[src/rtl/pfd_pkg.sv]
package pfd_pkg;
  typedef enum logic [1:0] {
    PH_IDLE = 2'd0,
    PH_SRC  = 2'd1,
    PH_SNK  = 2'd2,
    PH_CLR  = 2'd3
  } pfd_phase_e;

  localparam int unsigned NUM_IN = 2;
  localparam int unsigned IDX_REF = 0;
  localparam int unsigned IDX_DIV = 1;
endpackage

[src/rtl/pfd_edge.sv]
module pfd_edge (
  input  logic clk,
  input  logic rst,
  input  logic sig_in,
  output logic rise
);
  logic last_q;

  always_ff @(posedge clk) begin
    if (rst) last_q <= 1'b0;
    else     last_q <= sig_in;
  end

  assign rise = sig_in & ~last_q;
endmodule

[src/rtl/pfd_core.sv]
module pfd_core
  import pfd_pkg::*;
#(
  parameter int unsigned RST_DLY = 2,
  localparam int unsigned CNT_W = (RST_DLY < 2) ? 1 : $clog2(RST_DLY)
) (
  input  logic clk,
  input  logic rst,
  input  logic ref_rise,
  input  logic div_rise,
  input  logic hold_off,
  output logic up,
  output logic dn
);
  localparam logic [CNT_W-1:0] LAST = CNT_W'(RST_DLY - 1);

  pfd_phase_e ph_q, ph_d;
  logic [CNT_W-1:0] cnt_q, cnt_d;

  always_comb begin
    ph_d  = ph_q;
    cnt_d = '0;
    if (hold_off) begin
      ph_d = PH_IDLE;
    end else begin
      unique case (ph_q)
        PH_IDLE: begin
          if (ref_rise && div_rise) ph_d = PH_CLR;
          else if (ref_rise)        ph_d = PH_SRC;
          else if (div_rise)        ph_d = PH_SNK;
        end
        PH_SRC: if (div_rise) ph_d = PH_CLR;
        PH_SNK: if (ref_rise) ph_d = PH_CLR;
        PH_CLR: begin
          if (cnt_q == LAST) ph_d = PH_IDLE;
          else               cnt_d = cnt_q + 1'b1;
        end
        default: ph_d = PH_IDLE;
      endcase
    end
  end

  always_ff @(posedge clk) begin
    if (rst) begin
      ph_q  <= PH_IDLE;
      cnt_q <= '0;
    end else begin
      ph_q  <= ph_d;
      cnt_q <= cnt_d;
    end
  end

  assign up = (ph_q == PH_SRC) || (ph_q == PH_CLR);
  assign dn = (ph_q == PH_SNK) || (ph_q == PH_CLR);
endmodule

[src/rtl/pfd_cfg_sync.sv]
module pfd_cfg_sync #(
  parameter int unsigned CUR_W = 2
) (
  input  logic             clk,
  input  logic             rst,
  input  logic             wr,
  input  logic [CUR_W-1:0] wr_cur,
  input  logic             wr_off,
  input  logic             busy,
  output logic [CUR_W-1:0] cur,
  output logic             off,
  output logic             off_nxt
);
  logic             pend_vld;
  logic [CUR_W-1:0] pend_cur;
  logic             pend_off;
  logic             commit;

  assign commit  = pend_vld & ~busy & ~wr;
  assign off_nxt = commit ? pend_off : off;

  always_ff @(posedge clk) begin
    if (rst) begin
      pend_vld <= 1'b0;
      pend_cur <= '0;
      pend_off <= 1'b1;
      cur      <= '0;
      off      <= 1'b1;
    end else begin
      if (wr) begin
        pend_vld <= 1'b1;
        pend_cur <= wr_cur;
        pend_off <= wr_off;
      end else if (commit) begin
        pend_vld <= 1'b0;
      end
      if (commit) begin
        cur <= pend_cur;
        off <= pend_off;
      end
    end
  end
endmodule

[src/rtl/pfd_pump_ctl.sv]
module pfd_pump_ctl
  import pfd_pkg::*;
#(
  parameter int unsigned CUR_W   = 2,
  parameter int unsigned RST_DLY = 2
) (
  input  logic             clk,
  input  logic             rst,
  input  logic             ref_pulse,
  input  logic             div_pulse,
  input  logic             cfg_wr,
  input  logic [CUR_W-1:0] cfg_cur,
  input  logic             cfg_off,
  output logic             pump_up,
  output logic             pump_dn,
  output logic [CUR_W-1:0] cur_code,
  output logic             pump_off,
  output logic             busy
);
  logic [NUM_IN-1:0] raw_in;
  logic [NUM_IN-1:0] rise;
  logic              off_nxt;

  assign raw_in[IDX_REF] = ref_pulse;
  assign raw_in[IDX_DIV] = div_pulse;

  for (genvar g = 0; g < NUM_IN; g++) begin : g_edge
    pfd_edge u_edge (
      .clk    (clk),
      .rst    (rst),
      .sig_in (raw_in[g]),
      .rise   (rise[g])
    );
  end

  pfd_core #(.RST_DLY(RST_DLY)) u_core (
    .clk      (clk),
    .rst      (rst),
    .ref_rise (rise[IDX_REF]),
    .div_rise (rise[IDX_DIV]),
    .hold_off (off_nxt),
    .up       (pump_up),
    .dn       (pump_dn)
  );

  assign busy = pump_up | pump_dn;

  pfd_cfg_sync #(.CUR_W(CUR_W)) u_cfg (
    .clk     (clk),
    .rst     (rst),
    .wr      (cfg_wr),
    .wr_cur  (cfg_cur),
    .wr_off  (cfg_off),
    .busy    (busy),
    .cur     (cur_code),
    .off     (pump_off),
    .off_nxt (off_nxt)
  );
endmodule

[config.mk]
export PLATFORM = sky130hd
export DESIGN_NAME = pfd_pump_ctl
export DESIGN_NICKNAME = d
export VERILOG_FILES = /design/src/rtl/pfd_pkg.sv /design/src/rtl/pfd_edge.sv /design/src/rtl/pfd_core.sv /design/src/rtl/pfd_cfg_sync.sv /design/src/rtl/pfd_pump_ctl.sv
export SDC_FILE = /design/constraint.sdc
export NUM_CORES = 1
export LEC_CHECK = 0
export BUFFER_PORTS_ARGS = -buffer_cell sky130_fd_sc_hd__buf_2
export CAP_MARGIN = 20
export CORE_AREA = 3 3 40 42
export CTS_CLUSTER_SIZE = 8
export DETAILED_ROUTE_END_ITERATION = 16
export DIE_AREA = 0 0 43 45
export MAX_ROUTING_LAYER = met4
export PLACE_DENSITY = 0.66
export REMOVE_ABC_BUFFERS = 1
export SKIP_LAST_GASP = 1
export SLEW_MARGIN = 30
export SYNTH_ARGS = -nofsm -noshare
export SYNTH_HDL_FRONTEND = slang
export SYNTH_SLANG_ARGS = --single-unit
export TNS_END_PERCENT = 20
[constraint.sdc]
create_clock -name clk -period 2.15 [get_ports clk]
set_input_delay 0.1075 -clock clk [delete_from_list [all_inputs] [get_ports clk]]
set_output_delay 0.1075 -clock clk [all_outputs]
set_load 0.03 [all_outputs]
After elaboration in Yosys (flattened, before gate mapping)
Cells that the tools add are included.
{"block": "totals", "reg_bits": 12, "output_inout_bits": 6}
{"block": "op_classes", "add_sub_neg": 1, "eq_ne": 7, "n_mux": 10, "bitwise": 10, "n_reduce_logical": 8}
{"operator": "2-bit two-way mux", "count": 6}
{"operator": "2-bit one-hot mux with 4 select lines", "count": 1}
{"operator": "2-bit by 1-bit inequality test with 1-bit output, second input constant", "count": 3}
{"operator": "1-bit inverter", "count": 5}
{"operator": "1-bit AND", "count": 4}
{"operator": "2-bit equality test, second input constant", "count": 2}
{"operator": "4-bit by 1-bit inequality test with 1-bit output, second input constant", "count": 1}
{"operator": "4-bit AND reduction", "count": 1}
{"operator": "4-bit OR reduction", "count": 1}
{"operator": "1-bit two-way mux", "count": 3}
{"operator": "2-bit by 1-bit equality test with 1-bit output, second input constant", "count": 1}
{"operator": "2-bit zero test", "count": 1}
{"operator": "1-bit logical OR", "count": 2}
{"operator": "2-bit nonzero test", "count": 1}
{"operator": "2-bit OR reduction", "count": 1}
{"operator": "1-bit adder, second input constant", "count": 1}
{"operator": "1-bit logical AND", "count": 1}
{"operator": "1-bit bitwise OR", "count": 1}

Logic depth before layout (Yosys ltp)
{"block": "depth", "word_depth": 8, "depth_mapped": 6, "depth_no_buf": 6}

Modules after synthesis
A second synthesis with hierarchy kept.
{"block": "hier_totals", "hier_cells": 63, "area_unflattened_um2": 643.1}
{"mod": "pfd_cfg_sync", "instances": 1, "cells_per_inst": 28, "area_each_um2": 304.0, "seq_area_each_um2": 140.1}
{"mod": "pfd_core", "instances": 1, "cells_per_inst": 28, "area_each_um2": 237.7, "seq_area_each_um2": 60.1}
{"mod": "pfd_edge", "instances": 2, "cells_per_inst": 3, "area_each_um2": 47.5, "seq_area_each_um2": 20.0}
{"mod": "pfd_pump_ctl", "instances": 1, "cells_per_inst": 1, "area_each_um2": 6.3, "seq_area_each_um2": 0.0}

Least setup slack after synthesis
Ideal clock, no wire load.
{"block": "synth_path", "path_kind": "reg2reg", "startpoint": "register u_core.ph_q[0]", "endpoint": "register u_core.ph_q[1]", "setup_time_ns": 0.115, "arrival_time_ns": 1.371, "path_slack_ns": 0.665, "path_stages_with_launch": 7, "synth_period_minus_slack_ns": 1.485, "path_cell_list": "dfxtp_1 > inv_1 > ha_1 > nor2_1 > or3_4 > o2111a_1 > o21ba_1"}
{"block": "synth_via", "elab_chain_len": 8, "word_cells_on_any_way": 18}
{"element": "start: declaration", "line_no": "pfd_core.sv:17", "text": "pfd_phase_e ph_q, ph_d;"}
{"element": "start signal: assignment", "line_no": "pfd_core.sv:48", "text": "ph_q <= ph_d;"}
{"element": "2-bit by 1-bit equality test with 1-bit output (tied with other cells)", "line_no": "pfd_core.sv:26, pfd_core.sv:53"}
{"element": "1-bit logical OR (on tied branches)", "line_no": "pfd_core.sv:53, pfd_core.sv:54"}
{"element": "1-bit bitwise OR", "line_no": "pfd_pump_ctl.sv:46", "text": "assign busy = pump_up | pump_dn;"}
{"element": "1-bit inverter", "line_no": "pfd_cfg_sync.sv:19", "text": "assign commit = pend_vld & ~busy & ~wr;"}
{"element": "1-bit AND (2 in a row)", "line_no": "pfd_cfg_sync.sv:19"}
{"element": "1-bit two-way mux", "line_no": "pfd_cfg_sync.sv:20", "text": "assign off_nxt = commit ? pend_off : off;"}
{"element": "2-bit OR reduction (no source line)"}
Several ways; a longest one is shown, not always the timed one.
A chain may end at the register's enable or synchronous reset.

Worst setup path after layout
{"block": "layout_path", "startpoint": "register u_core.ph_q[1]", "endpoint": "register u_core.ph_q[1]"}
Same word-level chain as after synthesis.

==> summary.md <==
| Metric | Value |
|---|---|
| Status | `finished, final reports clean` |
| Critical path fanouts, max | `6` |
| CTS Buf Count | `3` |
| Gpl congestion | `between 0.6 and 0.7` |
| Skew final | `0.00259 ns` |
| FF+latch area | `between 200 and 250 um2` |
| Critical path, cell by cell | `inv_1 > ha_1 > nor2_1 > or3_4 > o2111a_1 > o21ba_1` |
| Die ar. | `1940 um2` |
| Maximum buffer depth of the clock tree | `2` |
| Max-cap violations | `0` |
| Remaining antenna violation count after routing | `0` |
| Total negative slack | `0 ns` |
| Clk_lat worst skew | `0.26 ns` |
| Leakage | `0.353 nW` |
| WL/cell | `10.9 um` |
| Hold-fix buffers at CTS | `0` |
| Ports | `14` |
| Final wirelength | `939 um` |
| Layout cells sized above 1 | `0.324` |
| Post-route total power | `0.441 mW` |
| Die X | `43 um` |
| First-pass GRT wire length | `1.64 mm` |
| Min Tclk post-route | `1.61 ns` |
| Hold Crit Class | `input pin to register` |
| DRT Pass-1 Iters | `4` |
| Final setup violation count | `0` |
| Multi-input logic area | `between 300 and 400 um2` |
| CP max stage delay | `between 0.3 and 0.4 ns` |
| Least-Margin Pin Slew | `0.393 ns` |
| Unrepaired setup endpoints after global routing | `false` |
| Synthesized area | `562 um2` |
| Peak supply drop | `0.509 mV` |
| Max frequency | `622 MHz` |
| Yosys warning total | `0` |
| PwrDens | `664 nW/um2` |
| CTS Root Cell | `clkbuf_4` |
| # Post-CTS Setup Buffers | `0` |
| Count of final hold-check violations | `0` |
| Global Route Usage Sum | `0.121` |
| Max-slew headroom | `0.736` |
| Syn_area_per_cell | `10.0 um2` |
| Vias in the first global route | `slightly below 400` |
| Initial antenna violation count | `0` |
| Yosys top cell area share | `0.428` |
| Die Y | `45 um` |
| Synth area leader | `dfxtp_1` |
| Most frequent cells in the layout | `13 x buf_2, 12 x dfxtp_1, 7 x nor2_1` |
| Period utilization | `0.748` |
| GRT overflow | `0` |
| Diodes inserted | `0` |
| Synth Instances | `56` |
| Initial Utilization | `0.437` |
| Fin. max-slew vios | `0` |
| Sequential fraction of the synthesis area | `0.428` |
| Number of I/O port buffers | `13` |
| Critical Path RT | `2.31 ns` |
| Area contributors post-synth | `dfxtp_1 43%, ha_1 8.9%, mux2i_1 8.9%, nor2_1 4.7%, nand3b_4 3.6%` |
| Pin count of the biggest net entering global routing | `10` |
| Residual DRC | `0` |
| Vias per cell | `approximately 5.0` |
| Post-synth cell types | `23` |
| Hold slack | `roughly 0.044 ns` |
| #FFs+latches synth | `12` |
| Crit path capture type | `register` |
| Cell family with most CP delay | `simple AND/OR/NAND/NOR gates` |
| Worst EP arrival | `1.77 ns` |
| Clk sinks | `12` |
| Max H-tree Level | `1` |
| Post-cts gate resize count | `0` |
| Nets | `85` |
| Core area | `around 1300 um2` |
| Commonest non-fill, non-tap cell in the layout | `buf_2` |
| Routed via count | `between 400 and 500` |
| Row count | `13` |
| CP Launch Type | `register` |
| Fillers | `approximately 120` |
| Synth-to-Final Area Change | `18.3%` |
| CTS tree | `done` |
| Initial DRC Count | `2` |
| Crit Path Category | `register to register` |
| Worst path slowest cell | `or3_4` |
| Critical path buffer and inverter count | `1` |
| Post-DP HPWL | `~710 um` |
| Clock slew at reported path FFs | `~0.070 ns` |
state kept, by name, indices dropped and copies added, names as in the netlist:
signal / count
u_core.cnt_q: 1
u_cfg.off: 1
u_cfg.pend_cur: 2
g_edge.u_edge.last_q: 2
u_cfg.pend_vld: 1
u_cfg.pend_off: 1
u_cfg.cur: 2
u_core.ph_q: 2
cells in the mapped netlist:
library cell  count
nor2_2            1
or2_2             2
nand2b_1          2
o21ba_1           1
dfxtp_1          12
nor2b_1           3
nand3_1           1
a21boi_0          1
a211o_2           1
ha_1              4
inv_1             4
clkbuf_1          1
nor3_1            1
a21oi_1           3
nor3b_1           1
and3_1            1
or3_4             1
mux2i_1           5
nor2_1            7
a211o_1           1
and2b_2           1
o2111a_1          1
nand3b_4          1
logic make-up (layout without fill, tap and decap cells):
kind of cell	count (synthesis)	count (layout)	share of synthesized area
buffers and inverters	5	20	0.0334
and+or+nand+nor	22	22	0.249
adders and majority gates	4	4	0.0891
DFF	12	12	0.428
muxes	5	5	0.0891
AOI/OAI and AO/OA	8	8	0.111
power breakdown:
group	internal, mW	switching, mW	total (mW)
clock network	0.0647	0.0641	0.129
logic	0.0345	0.0394	0.0738
registers	0.232	0.00581	0.238
total	0.332	0.109	0.441
per-layer routing:
metal,vias up,GRT usage,routed length [um]
met5,-,-,0
met4,0,0.0904,29
met3,5,0.0359,58
met2,13,0.177,410
met1,192,0.141,441
li1,220,-,-
worst paths after layout:
| path | cells after the start | slack (ns) | start | endpoint |
|---|---|---|---|---|
| min | 2 | 0.04 | cfg_off | u_cfg.pend_off |
| min reg2reg | 2 | 0.49 | u_core.cnt_q | u_core.cnt_q |
| max reg2reg | 6 | 0.54 | u_core.ph_q[1] | u_core.ph_q[1] |
| max | 6 | 0.54 | u_core.ph_q[1] | u_core.ph_q[1] |
metrics by stage:
stage	cells	cell area [um2]	setup WS (ns)	utilization
6_report	86	664	0.541	0.517
3_3_place_gp	83	642	0.584	0.500
5_1_grt	86	664	0.458	0.517
3_5_place_dp	83	642	0.540	0.500
4_1_cts	86	664	0.532	0.517
2_1_floorplan	55	558	0.665	-
worst register-to-register path, cell delays in order, from the launching register on:
cell      delay [ns]
dfxtp_1         0.33
inv_1           0.11
ha_1            0.32
nor2_1          0.08
or3_4           0.35
o2111a_1        0.15
o21ba_1         0.16
layout make-up:
cell class / count / area share
Multi-Input combinational cell: 39 / 0.456
Sequential cell: 12 / 0.362
Timing Repair Buffer: 13 / 0.0979
Clock buffer: 3 / 0.0339
Tap cell: 15 / 0.0282
Inverter: 4 / 0.0226
Power figures use the tool's default switching activity.
